$ cat src/rtl/msg_hold_buffer.sv
module msg_hold_buffer #(
  parameter int DW      = 16,
  parameter int DEPTH   = 32,
  parameter int RD_GAP  = 8,
  parameter int WR_GAP  = 16,
  parameter int SA_W    = 5,
  parameter int WRAP_SA = 30
) (
  input  logic          clk,
  input  logic          rst_n,
  input  logic          cmd_stb,
  input  logic          cmd_tx,
  input  logic [SA_W-1:0] cmd_sa,
  input  logic          rx_we,
  input  logic [DW-1:0] rx_data,
  input  logic          msg_ok,
  input  logic          msg_bad,
  input  logic          tx_re,
  output logic [DW-1:0] tx_data,
  input  logic          bypass_en,
  input  logic          wrap_en,
  output logic          sub_rd_vld,
  output logic [DW-1:0] sub_rd_data,
  input  logic          sub_wr_req,
  input  logic [DW-1:0] sub_wr_data,
  output logic          sub_wr_ack
);
  localparam int AW  = $clog2(DEPTH);
  localparam int CW  = AW + 1;
  localparam int RGW = $clog2(RD_GAP);
  localparam int WGW = $clog2(WR_GAP);

  logic [DW-1:0]  mem [DEPTH];
  logic [CW-1:0]  wptr, rel_left;
  logic [AW-1:0]  rptr, tptr;
  logic [RGW-1:0] rdiv;
  logic [WGW-1:0] wgap;
  logic rx_act, tx_on, wrap_rx, wrap_tx, hold;

  wire not_full = wptr < CW'(DEPTH);
  wire is_wsa   = cmd_sa == SA_W'(WRAP_SA);
  wire rx_take  = rx_act && rx_we && not_full;
  wire rel_fire = (rel_left != '0) && (rdiv == '0);
  wire ld_ok    = !rx_act && (rel_left == '0) && !hold && !wrap_tx && not_full && (wgap == '0);

  assign sub_wr_ack = sub_wr_req && ld_ok;
  assign tx_data    = mem[tptr];

  always_ff @(posedge clk) begin
    if (rx_take)         mem[wptr[AW-1:0]] <= rx_data;
    else if (sub_wr_ack) mem[wptr[AW-1:0]] <= sub_wr_data;
  end

  always_ff @(posedge clk) begin
    if (!rst_n) begin
      wptr <= '0; rel_left <= '0; rptr <= '0; tptr <= '0;
      rdiv <= '0; wgap <= '0;
      rx_act <= 1'b0; tx_on <= 1'b0; wrap_rx <= 1'b0; wrap_tx <= 1'b0; hold <= 1'b0;
      sub_rd_vld <= 1'b0; sub_rd_data <= '0;
    end else begin
      sub_rd_vld <= 1'b0;
      if (rel_fire) begin
        sub_rd_vld  <= 1'b1;
        sub_rd_data <= mem[rptr];
        rptr        <= rptr + 1'b1;
        rel_left    <= rel_left - 1'b1;
        rdiv        <= RGW'(RD_GAP - 1);
      end else if (rdiv != '0) begin
        rdiv <= rdiv - 1'b1;
      end

      if (sub_wr_ack) begin
        wptr <= wptr + 1'b1;
        wgap <= WGW'(WR_GAP - 1);
      end else if (wgap != '0) begin
        wgap <= wgap - 1'b1;
      end

      if (tx_re && tx_on) tptr <= tptr + 1'b1;

      if (cmd_stb) begin
        tptr    <= '0;
        hold    <= 1'b0;
        wrap_tx <= 1'b0;
        if (!cmd_tx) begin
          rx_act   <= 1'b1;
          tx_on    <= 1'b0;
          wrap_rx  <= wrap_en && is_wsa;
          wptr     <= '0;
          rel_left <= '0;
        end else begin
          rx_act  <= 1'b0;
          tx_on   <= 1'b1;
          wrap_rx <= 1'b0;
          if (hold) begin
            if (is_wsa) wrap_tx <= 1'b1;
            else        wptr    <= '0;
          end
        end
      end

      if (rx_take) begin
        wptr <= wptr + 1'b1;
        if (bypass_en && !wrap_rx) begin
          sub_rd_vld  <= 1'b1;
          sub_rd_data <= rx_data;
        end
      end

      if (msg_ok) begin
        if (rx_act) begin
          rx_act  <= 1'b0;
          wrap_rx <= 1'b0;
          if (wrap_rx) begin
            hold <= 1'b1;
          end else begin
            wptr <= '0;
            if (!bypass_en) begin
              rel_left <= wptr;
              rptr     <= '0;
              rdiv     <= '0;
            end
          end
        end else if (tx_on) begin
          tx_on   <= 1'b0;
          wrap_tx <= 1'b0;
          wptr    <= '0;
        end
      end

      if (msg_bad && (rx_act || tx_on)) begin
        rx_act <= 1'b0; tx_on <= 1'b0; wrap_rx <= 1'b0; wrap_tx <= 1'b0;
        hold <= 1'b0; wptr <= '0;
      end
    end
  end

  p_fill_bound_r7: assert property (@(posedge clk) disable iff (!rst_n)
    wptr <= CW'(DEPTH));

  p_ack_spacing_r6: assert property (@(posedge clk) disable iff (!rst_n)
    sub_wr_ack |=> !sub_wr_ack);

  p_release_spacing_r3: assert property (@(posedge clk) disable iff (!rst_n)
    (rel_fire && !cmd_stb) |=> ##1 !sub_rd_vld);

  p_error_drop_r4: assert property (@(posedge clk) disable iff (!rst_n)
    (msg_bad && rx_act && !rx_we) |=> (wptr == '0 && rel_left == '0 && !sub_rd_vld));

  p_wrap_quiet_r9: assert property (@(posedge clk) disable iff (!rst_n)
    hold |-> !sub_rd_vld);

  p_wrap_keep_r10: assert property (@(posedge clk) disable iff (!rst_n)
    $rose(wrap_tx) |-> wptr == $past(wptr));
endmodule

$ cat config.mk
export PLATFORM = sky130hd
export DESIGN_NAME = msg_hold_buffer
export DESIGN_NICKNAME = d
export VERILOG_FILES = /design/src/rtl/msg_hold_buffer.sv
export SDC_FILE = /design/constraint.sdc
export NUM_CORES = 1
export LEC_CHECK = 0
export ABC_AREA = 0
export BUFFER_PORTS_ARGS = -buffer_cell sky130_fd_sc_hd__buf_2
export CORE_UTILIZATION = 29
export CTS_BUF_LIST = sky130_fd_sc_hd__clkbuf_4 sky130_fd_sc_hd__clkbuf_8 sky130_fd_sc_hd__clkbuf_16
export CTS_CLUSTER_DIAMETER = 150
export DETAILED_ROUTE_END_ITERATION = 16
export GPL_ROUTABILITY_DRIVEN = 0
export PLACE_DENSITY = 0.5
export RECOVER_POWER = 25
export SLEW_MARGIN = 25
export SYNTH_ARGS = -nofsm -noshare
export SYNTH_HDL_FRONTEND = slang
export SYNTH_SLANG_ARGS = --single-unit
export TNS_END_PERCENT = 5
$ cat constraint.sdc
create_clock -name clk -period 4 [get_ports clk]
set_input_delay 0.4 -clock clk [delete_from_list [all_inputs] [get_ports clk]]
set_output_delay 0.4 -clock clk [all_outputs]
set_load 0.02 [all_outputs]
==> impl_metrics.ini, run 1 <==
[run_status]
status = finished with violations
violations = capacitance limit, slew limit

[route]
dr_wl_met3_um = 6310
drcViolationCount = 0
top_layer_used = met5
via_count = 15600
drtPass1Iterations = 5
via_per_inst = 5.52
wl_met2_um = 40000
wl_per_cell_um = 30.2
finalWirelength_um = 85500
wl_met1_um = 37200
ant_nets = 0
drtIter0Drc = 1725

[clock_network]
clk_pin_slew_ns = 0.06
cts_hold_buf = 1
ctsResizeCount = 0
htreeDepth = 2
cts_root_buffer = clkbuf_16
cts_tree = done
clock_sinks = 568
cts_made_buffers = 59
clock_latency_ns = 0.63
ctsLongestPathBuffers = 3
postCtsSetupRepairBufs = 0

[yosys]
synthTopCellsByCount = 512 x edfxtp_1, 240 x mux4_2, 96 x mux2i_1
yosysUniqueCellTypes = 48
synth-edff-count = 512
syn_nets = 1554
synth_top_cell_area_share_pct = 58.3
synthCells = 1493
yosysWarningCount = 0
synth.largest_area_cell = edfxtp_1
syn_avg_cell_area_um2 = 17.7
ys_ff_latch = 568
synth_area_leaders = edfxtp_1 58%, mux4_2 20%, dfxtp_1 4.2%
synthArstFlopShare_pct = 0
synth_most_common_cell = edfxtp_1
yosysSeqAreaShare_pct = 62.5
synth.cell_area_um2 = 26400
ys.flop_type = edfxtp_1

[power_and_ir_drop]
switching_share_pct = 26.9
p_sw_mw = 4.24
p_per_area_nw_per_um2 = 514
pwr-share-comb_pct = 17.9
leakagePower_nw = 9.11
power.internal_mw = 11.5
pwr-share-clk_pct = 37.2
power_frac_seq_pct = 44.9
ir_worst_vdd_mv = 0.385

[sta]
whs_ns = 0.0624
setup_viol = 0
hold_viol_final = 0
grt_setup_unrepaired = no
tightest_slew_ns = 1.74
fin_crit_sh_pct = 93.8
finClkSkew_ns = 0.0298
setup_tns_ns = 0
max_clock_freq_mhz = 266
min_period_ns = 3.75
slew_violations = 68
maxSlewHeadroom_pct = -16.5

[final_layout]
fin_area_um2 = 30700
syn_to_final_growth_pct = 16.2
final_util_pct = 34.1
drive_gt1_share_pct = 33.9
fin_nets = 1669

[worst_hold_path]
min_path_type = input pin to flip-flop
hold_start = wrap_en
hold_depth = 3
holdPathEnd = wrap_rx

[grt]
grt_first_pass_wirelength_um = 122000
grt.overflow.total = 0
grt_pass1_vias = 16100
grt_use_total_pct = 18.5
antenna_found_initial = 3
grt_max_degree = 50

[worst_setup_path]
cp_cell_sequence = buf_12, mux4_2, mux4_2, mux2_2, buf_2
cp.buffers_inverters = 2
cp_top_family = multiplexers
r2r_slack_ns = 0.31
cp_max_fo = 49
worstSetupPathType = flip-flop to output pin
cp.required_ns = 3.60
cp_common_cell = mux4_2
slowest_delay_ns = 0.62
r2r-start = wgap[0]
critPathArrivalTime_ns = 3.35
timing.rr.end = mem[12][9]
start_kind = flip-flop
cp_slowest_cell = dfxtp_4
r2r_cells = 8
end_kind = output pin

[run]
drv_cap = 4

[floorplanning]
initial_core_util_pct = 29.3
io_pins = 82
core.rowCount = 110
die_width_um = 304
die_h_um = 304
core_um2 = 90000
die-area_um2 = 92200

[placement]
dp_hpwl_um = 54500
place_area_um2 = 28700
port_buffers = 81
## worst max path at each step
stage                   start     endpoint  cells past startpoint
floorplan             wgap[0]   mem[28][0]                      7
global placement      wgap[0]    mem[5][7]                      8
detailed placement    wgap[0]    mem[5][7]                      8
CTS                 flip-flop  tx_data[12]                      5
global route        flip-flop  tx_data[12]                      5
finish              flip-flop  tx_data[12]                      5
## flip-flops by register name, summed over array words and instances, names as in the netlist, 3 cells and up, named ones only
signal / cells
rel_left: 6
wgap: 4
tptr: 5
rdiv: 3
mem: 512
wptr: 6
sub_rd_data: 16
rptr: 5
## metal layers
| metal | vias up | track usage [%] |
|---|---|---|
| met5 | - | 0 |
| met4 | 2 | 4.53 |
| met3 | 132 | 2.67 |
| met2 | 635 | 29.5 |
| met1 | 8438 | 26.5 |
| li1 | 6439 | - |
## metrics by stage
| stage | power, mW | worst slack, ns | std cells |
|---|---|---|---|
| 3_5_place_dp | 10.1 | 0.816 | 2722 |
| 4_1_cts | 15.9 | 0.203 | 2833 |
| 2_1_floorplan | 9.03 | 1.12 | 1493 |
| 5_1_grt | 16.3 | 0.136 | 2833 |
| 6_report | 15.8 | 0.247 | 2836 |
| 3_3_place_gp | 10.0 | 0.875 | 2722 |
## cell type report
cell class / instances / area, um^2
repair buffers: 165 / 1100
inverters: 14 / 52.6
clock buffers: 79 / 1750
multi-input cells: 800 / 9420
fillers: 8558 / 59400
clock inverters: 31 / 334
flip-flops and latches: 568 / 16500
diodes: 3 / 7.51
well taps: 1176 / 1470
## placed cells by master, fill, tap and decap left out, drive strengths merged, types with 16 or more instances in the layout
cell type  count
dfxtp         56
clkinv        22
nand2         59
o21ai         74
mux2          49
nor2b         22
o221ai        16
mux4         240
a21oi         43
a211oi        17
a32o          16
mux2i         96
nor2          57
clkbuf       117
edfxtp       512
buf          126
## cell families after synthesis
group                    Yosys count  synth area share, %
flip-flops                       568                 62.5
multiplexers                     385                 26.2
AO/OA/AOI/OAI                    202                 4.82
AND/OR/NAND/NOR                  184                 3.24
buffers and inverters            125                 2.03
adder cells (fa/ha/maj)           13                0.617
XOR/XNOR                          16                0.531
## power by group through the flow
| stage | Clock (mW) | Combinational, mW | Sequential (mW) |
|---|---|---|---|
| final | 5.86 | 2.82 | 7.07 |
| after detailed placement | 0 | 2.87 | 7.20 |
| after global routing | 6.16 | 3.03 | 7.09 |
| after CTS | 5.95 | 2.88 | 7.07 |
| after global placement | 0 | 2.82 | 7.19 |
| after floorplan | 0 | 1.84 | 7.19 |
## worst reg2reg max path, cell delays in order (launching register included)
cell and delay (ns):
dfxtp_1 0.30, inv_1 0.11, ha_1 0.19, or3b_2 0.56
o21ai_0 0.19, clkbuf_1 0.25, nand2_1 0.34, nor2_2 0.18
clkbuf_1 1.15
Power figures use the tool's default switching activity.
==> run 2: changes to the inputs <==
==> constraint.sdc (replaced) <==
create_clock -name clk -period 4 [get_ports clk]
set_input_delay 0.6 -clock clk [delete_from_list [all_inputs] [get_ports clk]]
set_output_delay 0.6 -clock clk [all_outputs]
set_load 0.02 [all_outputs]
==> run 2 against run 1 <==
  * The flow still finishes with violations (capacitance limit, slew limit)
  * Register-to-register slack gained 0.02 ns
  * Highest routed layer unchanged
  * Sequential cell count is the same
  * Clock power grew 1%
  * Combinational power is essentially flat
  * Via count shrank 0.31%
  * Sequential power is essentially flat
  * First-iteration DRC count shrank 7.1%
  * Total power grew 0.48%
  * Fmax grew 0.30%
==> impl_metrics.ini, run 2 (synthesis gave the netlist of run 1 again) <==
[worst_setup_path]
critPathArrivalTime_ns = 3.14
r2r-start = rptr[1]
endpoint = tx_data[14]
r2r_cells = 5
end_kind = output pin
r2r_slack_ns = 0.33
cp_max_fo = 22
worstSetupPathType = flip-flop to output pin
start_kind = flip-flop
timing.rr.end = sub_rd_data[3]
cp.required_ns = 3.40

[floorplanning]
die_h_um = 304
core.rowCount = 110
die_width_um = 304
initial_core_util_pct = 29.3
core_um2 = 90000
die-area_um2 = 92200
io_pins = 82

[power_and_ir_drop]
switching_share_pct = 27.4
leakagePower_nw = 9.18
ir_worst_vdd_mv = 0.270
power.internal_mw = 11.5
pwr-share-clk_pct = 37.5
pwr-share-comb_pct = 17.8
power_frac_seq_pct = 44.7
finalPower_mw = 15.8
p_sw_mw = 4.34
p_per_area_nw_per_um2 = 514

[route]
ant_nets = 0
wl_per_cell_um = 29.9
drtIter0Drc = 1602
finalWirelength_um = 85100
via_count = 15600
via_per_inst = 5.49
drcViolationCount = 0
drtPass1Iterations = 5

[sta]
finClkSkew_ns = 0.0253
tightest_slew_ns = 1.67
whs_ns = 0.269
max_clock_freq_mhz = 267
hold_viol_final = 0
min_period_ns = 3.74
setup_viol = 0
maxSlewHeadroom_pct = -11.5
setup_slack_ns = 0.258
slew_violations = 17
grt_setup_unrepaired = no
setup_tns_ns = 0
fin_crit_sh_pct = 93.5

[placement]
port_buffers = 81
pre_cts_slack_ns = 0.641
dp_cells = 2726
place_area_um2 = 28700
dp_hpwl_um = 53900

[worst_hold_path]
min_path_type = input pin to flip-flop

[final_layout]
fin_nets = 1679
syn_to_final_growth_pct = 16.7
drive_gt1_share_pct = 34.8
largest_reg_flops = 512
fin_area_um2 = 30800
fin_cells = 2843
final_common_cell = edfxtp_1
num-fill-cells = 8566
final_util_pct = 34.2
final_cell_mix = 512 x edfxtp_1, 240 x mux4_2, 96 x mux2i_1

[grt]
use_met2_pct = 28.1
grt_pass1_vias = 15700
antenna_found_initial = 3
met1_usage_pct = 25.3
grt_use_total_pct = 18.3
grt_first_pass_wirelength_um = 120000
grt.overflow.total = 0
use_met3_pct = 5.24
grt_max_degree = 67
grt-busiest-layer = met2

[clock_network]
cts_hold_buf = 0
ctsLongestPathBuffers = 3
cts_made_buffers = 66
clock_sinks = 568
clock_latency_ns = 0.61
htreeDepth = 3
cts_root_buffer = clkbuf_16
cts_tree = done
clk_pin_slew_ns = 0.06
ctsResizeCount = 0
postCtsSetupRepairBufs = 0

[run_status]
violations = capacitance limit, slew limit
status = finished with violations

[run]
drv_cap = 1
[run 2: cell types whose count changed in the layout (fill, tap and decap cells not counted), sizes merged]
cell	previous run	this run
buf	126	146
bufinv	7	4
clkinv	22	23
diode	3	2
dlygate4sd3	1	0
clkbuf	117	105
inv	15	18
[run 2: critical path: stages (launching register included)]
cell and delay, ns:
dfxtp_4 0.38, buf_4 0.42, mux4_2 0.59, mux4_2 0.58
mux2_2 0.36, buf_2 0.18
[run 2: cell type report]
cell class / count / area (um^2) / share of cell area, %
Sequential cell: 568 / 16500 / 53.7
Multi-Input combinational cell: 800 / 9450 / 30.7
Clock buffer: 83 / 1830 / 5.94
Tap cell: 1176 / 1470 / 4.78
Timing Repair Buffer: 168 / 1170 / 3.81
Clock inverter: 32 / 283 / 0.919
Inverter: 14 / 52.6 / 0.171
Antenna cell: 2 / 5.00 / 0.0163
[run 2: power by group through the flow]
stage / registers [mW] / logic (mW) / clock network, mW
2_1_floorplan: 7.19 / 1.84 / 0
3_3_place_gp: 7.20 / 2.82 / 0
3_5_place_dp: 7.20 / 2.86 / 0
4_1_cts: 7.07 / 2.86 / 6.03
5_1_grt: 7.10 / 3.02 / 6.26
6_report: 7.08 / 2.81 / 5.94
[run 2: how the worst min path moves through the flow]
stage               cells after the start    start  slack, ns      end
global placement                        1  rdiv[1]       0.46  rdiv[1]
detailed placement                      2  wrap_tx       0.46  wrap_tx
finish                                  2   cmd_tx       0.27   rx_act
floorplan                               2  wrap_tx       0.43  wrap_tx
CTS                                     2   cmd_tx       0.24   rx_act
global route                            2   cmd_tx       0.27   rx_act
[run 2: per-layer routing]
layer / wire length, um / part of all wire (%)
met1: 36200 / 43
met2: 39000 / 46
met3: 7740 / 9.1
met4: 2150 / 2.5
met5: 14 / 0.016
==> run 3: changes to the inputs <==
--- a/config.mk
+++ b/config.mk
@@ -6,11 +6,12 @@
 export NUM_CORES = 1
 export LEC_CHECK = 0
 export ABC_AREA = 0
-export BUFFER_PORTS_ARGS = -buffer_cell sky130_fd_sc_hd__buf_2
+export CORE_MARGIN = 4
 export CORE_UTILIZATION = 29
 export CTS_BUF_LIST = sky130_fd_sc_hd__clkbuf_4 sky130_fd_sc_hd__clkbuf_8 sky130_fd_sc_hd__clkbuf_16
 export CTS_CLUSTER_DIAMETER = 150
 export DETAILED_ROUTE_END_ITERATION = 16
+export DONT_BUFFER_PORTS = 1
 export GPL_ROUTABILITY_DRIVEN = 0
 export PLACE_DENSITY = 0.5
 export RECOVER_POWER = 25
==> run 3 against run 2 <==
  * The flow still finishes with violations (capacitance limit, slew limit)
  * Total power shrank 2.9%
  * Final cell count shrank 3.1%
  * Combinational power shrank 7.8%
  * Die area grew 4.0%
  * Critical endpoint is now tx_data[2]
==> impl_metrics.ini, run 3 (synthesis gave the netlist of run 1 again) <==
[run_status]
status = finished with violations
violations = capacitance limit, slew limit

[worst_setup_path]
worstSetupPathType = flip-flop to output pin
end_kind = output pin
start_kind = flip-flop
cp_max_fo = 19
cp.required_ns = 3.40
critPathArrivalTime_ns = 3.10

[clock_network]
clk_pin_slew_ns = 0.06
htreeDepth = 2
ctsResizeCount = 0
cts_root_buffer = clkbuf_16
cts_tree = done
clock_latency_ns = 0.62
ctsLongestPathBuffers = 3
cts_made_buffers = 61
clock_sinks = 568
postCtsSetupRepairBufs = 0
cts_hold_buf = 0

[grt]
grt.overflow.total = 0
grt_use_total_pct = 17.1
grt_pass1_vias = 15500
grt_max_degree = 56
grt_first_pass_wirelength_um = 117000
antenna_found_initial = 2

[sta]
hold_viol_final = 0
maxSlewHeadroom_pct = -14.4
finClkSkew_ns = 0.0130
min_period_ns = 3.70
setup_slack_ns = 0.303
fin_crit_sh_pct = 92.4
slew_violations = 28
max_clock_freq_mhz = 270
setup_tns_ns = 0
setup_viol = 0
grt_setup_unrepaired = no
tightest_slew_ns = 1.72
whs_ns = 0.0875

[route]
wl_per_cell_um = 29.8
via_per_inst = 5.49
drtIter0Drc = 1598
finalWirelength_um = 82000
ant_nets = 0
drtPass1Iterations = 5
drcViolationCount = 0
via_count = 15100

[power_and_ir_drop]
pwr-share-clk_pct = 36.2
p_sw_mw = 4.20
finalPower_mw = 15.4
pwr-share-comb_pct = 16.8
power_frac_seq_pct = 47.0
power.internal_mw = 11.2
p_per_area_nw_per_um2 = 511
ir_worst_vdd_mv = 0.338
switching_share_pct = 27.3
leakagePower_nw = 8.74

[floorplanning]
die_width_um = 310
io_pins = 82
die-area_um2 = 95900
core.rowCount = 110
core_um2 = 90100
initial_core_util_pct = 29.3
die_h_um = 310

[final_layout]
syn_to_final_growth_pct = 14.0
fin_cells = 2755
multi_input_area_um2 = 9440
regArea_um2 = 16500
largest_reg_flops = 512
final_util_pct = 33.4
drive_gt1_share_pct = 31.2
final_common_cell = edfxtp_1
final_cell_mix = 512 x edfxtp_1, 240 x mux4_2, 96 x mux2i_1
fin_area_um2 = 30100
num-fill-cells = 8466
fin_nets = 1590

[placement]
dp_cells = 2642
dp_hpwl_um = 53200
pre_cts_slack_ns = 0.855
place_area_um2 = 28300
port_buffers = 0

[run]
drv_cap = 2

[worst_hold_path]
min_path_type = input pin to flip-flop
-- run 3: worst max-delay path: stages (launching register included) --
cell     delay (ns)
dfxtp_4        0.55
buf_4          0.44
mux4_2         0.57
mux4_2         0.49
mux2_2         0.41
-- run 3: layout make-up --
type / instances / share of cell area, %
sequential: 568 / 54.9
timing repair buffer: 84 / 2.20
antenna: 1 / 0.00832
tap: 1176 / 4.89
clock inverter: 42 / 1.16
clock buffer: 70 / 5.30
multi-input combinational: 800 / 31.4
inverter: 14 / 0.175
-- run 3: worst paths after layout --
kind / cells past startpoint / slack (ns) / startpoint / to
setup / recovery: 4 / 0.30 / flip-flop / tx_data[2]
hold / removal: 1 / 0.09 / cmd_tx / rx_act
setup reg to reg: 8 / 0.35 / wgap[0] / mem[22][8]
hold reg to reg: 2 / 0.46 / wrap_tx / wrap_tx
-- run 3: power groups by stage --
stage          Clock [mW]  Sequential, mW  Combinational [mW]
6_report             5.57            7.22                2.59
5_1_grt              5.92            7.23                2.79
4_1_cts              5.66            7.22                2.64
3_5_place_dp            0            7.34                2.64
3_3_place_gp            0            7.34                2.59
2_1_floorplan           0            7.19                1.84
-- run 3: per-layer routing --
metal / up-vias / wire length [um] / GRT usage (%)
met5: - / 0 / 0
met4: 0 / 1960 / 4.10
met3: 94 / 6490 / 3.58
met2: 588 / 38700 / 27.8
met1: 8179 / 34800 / 23.6
li1: 6272 / - / -
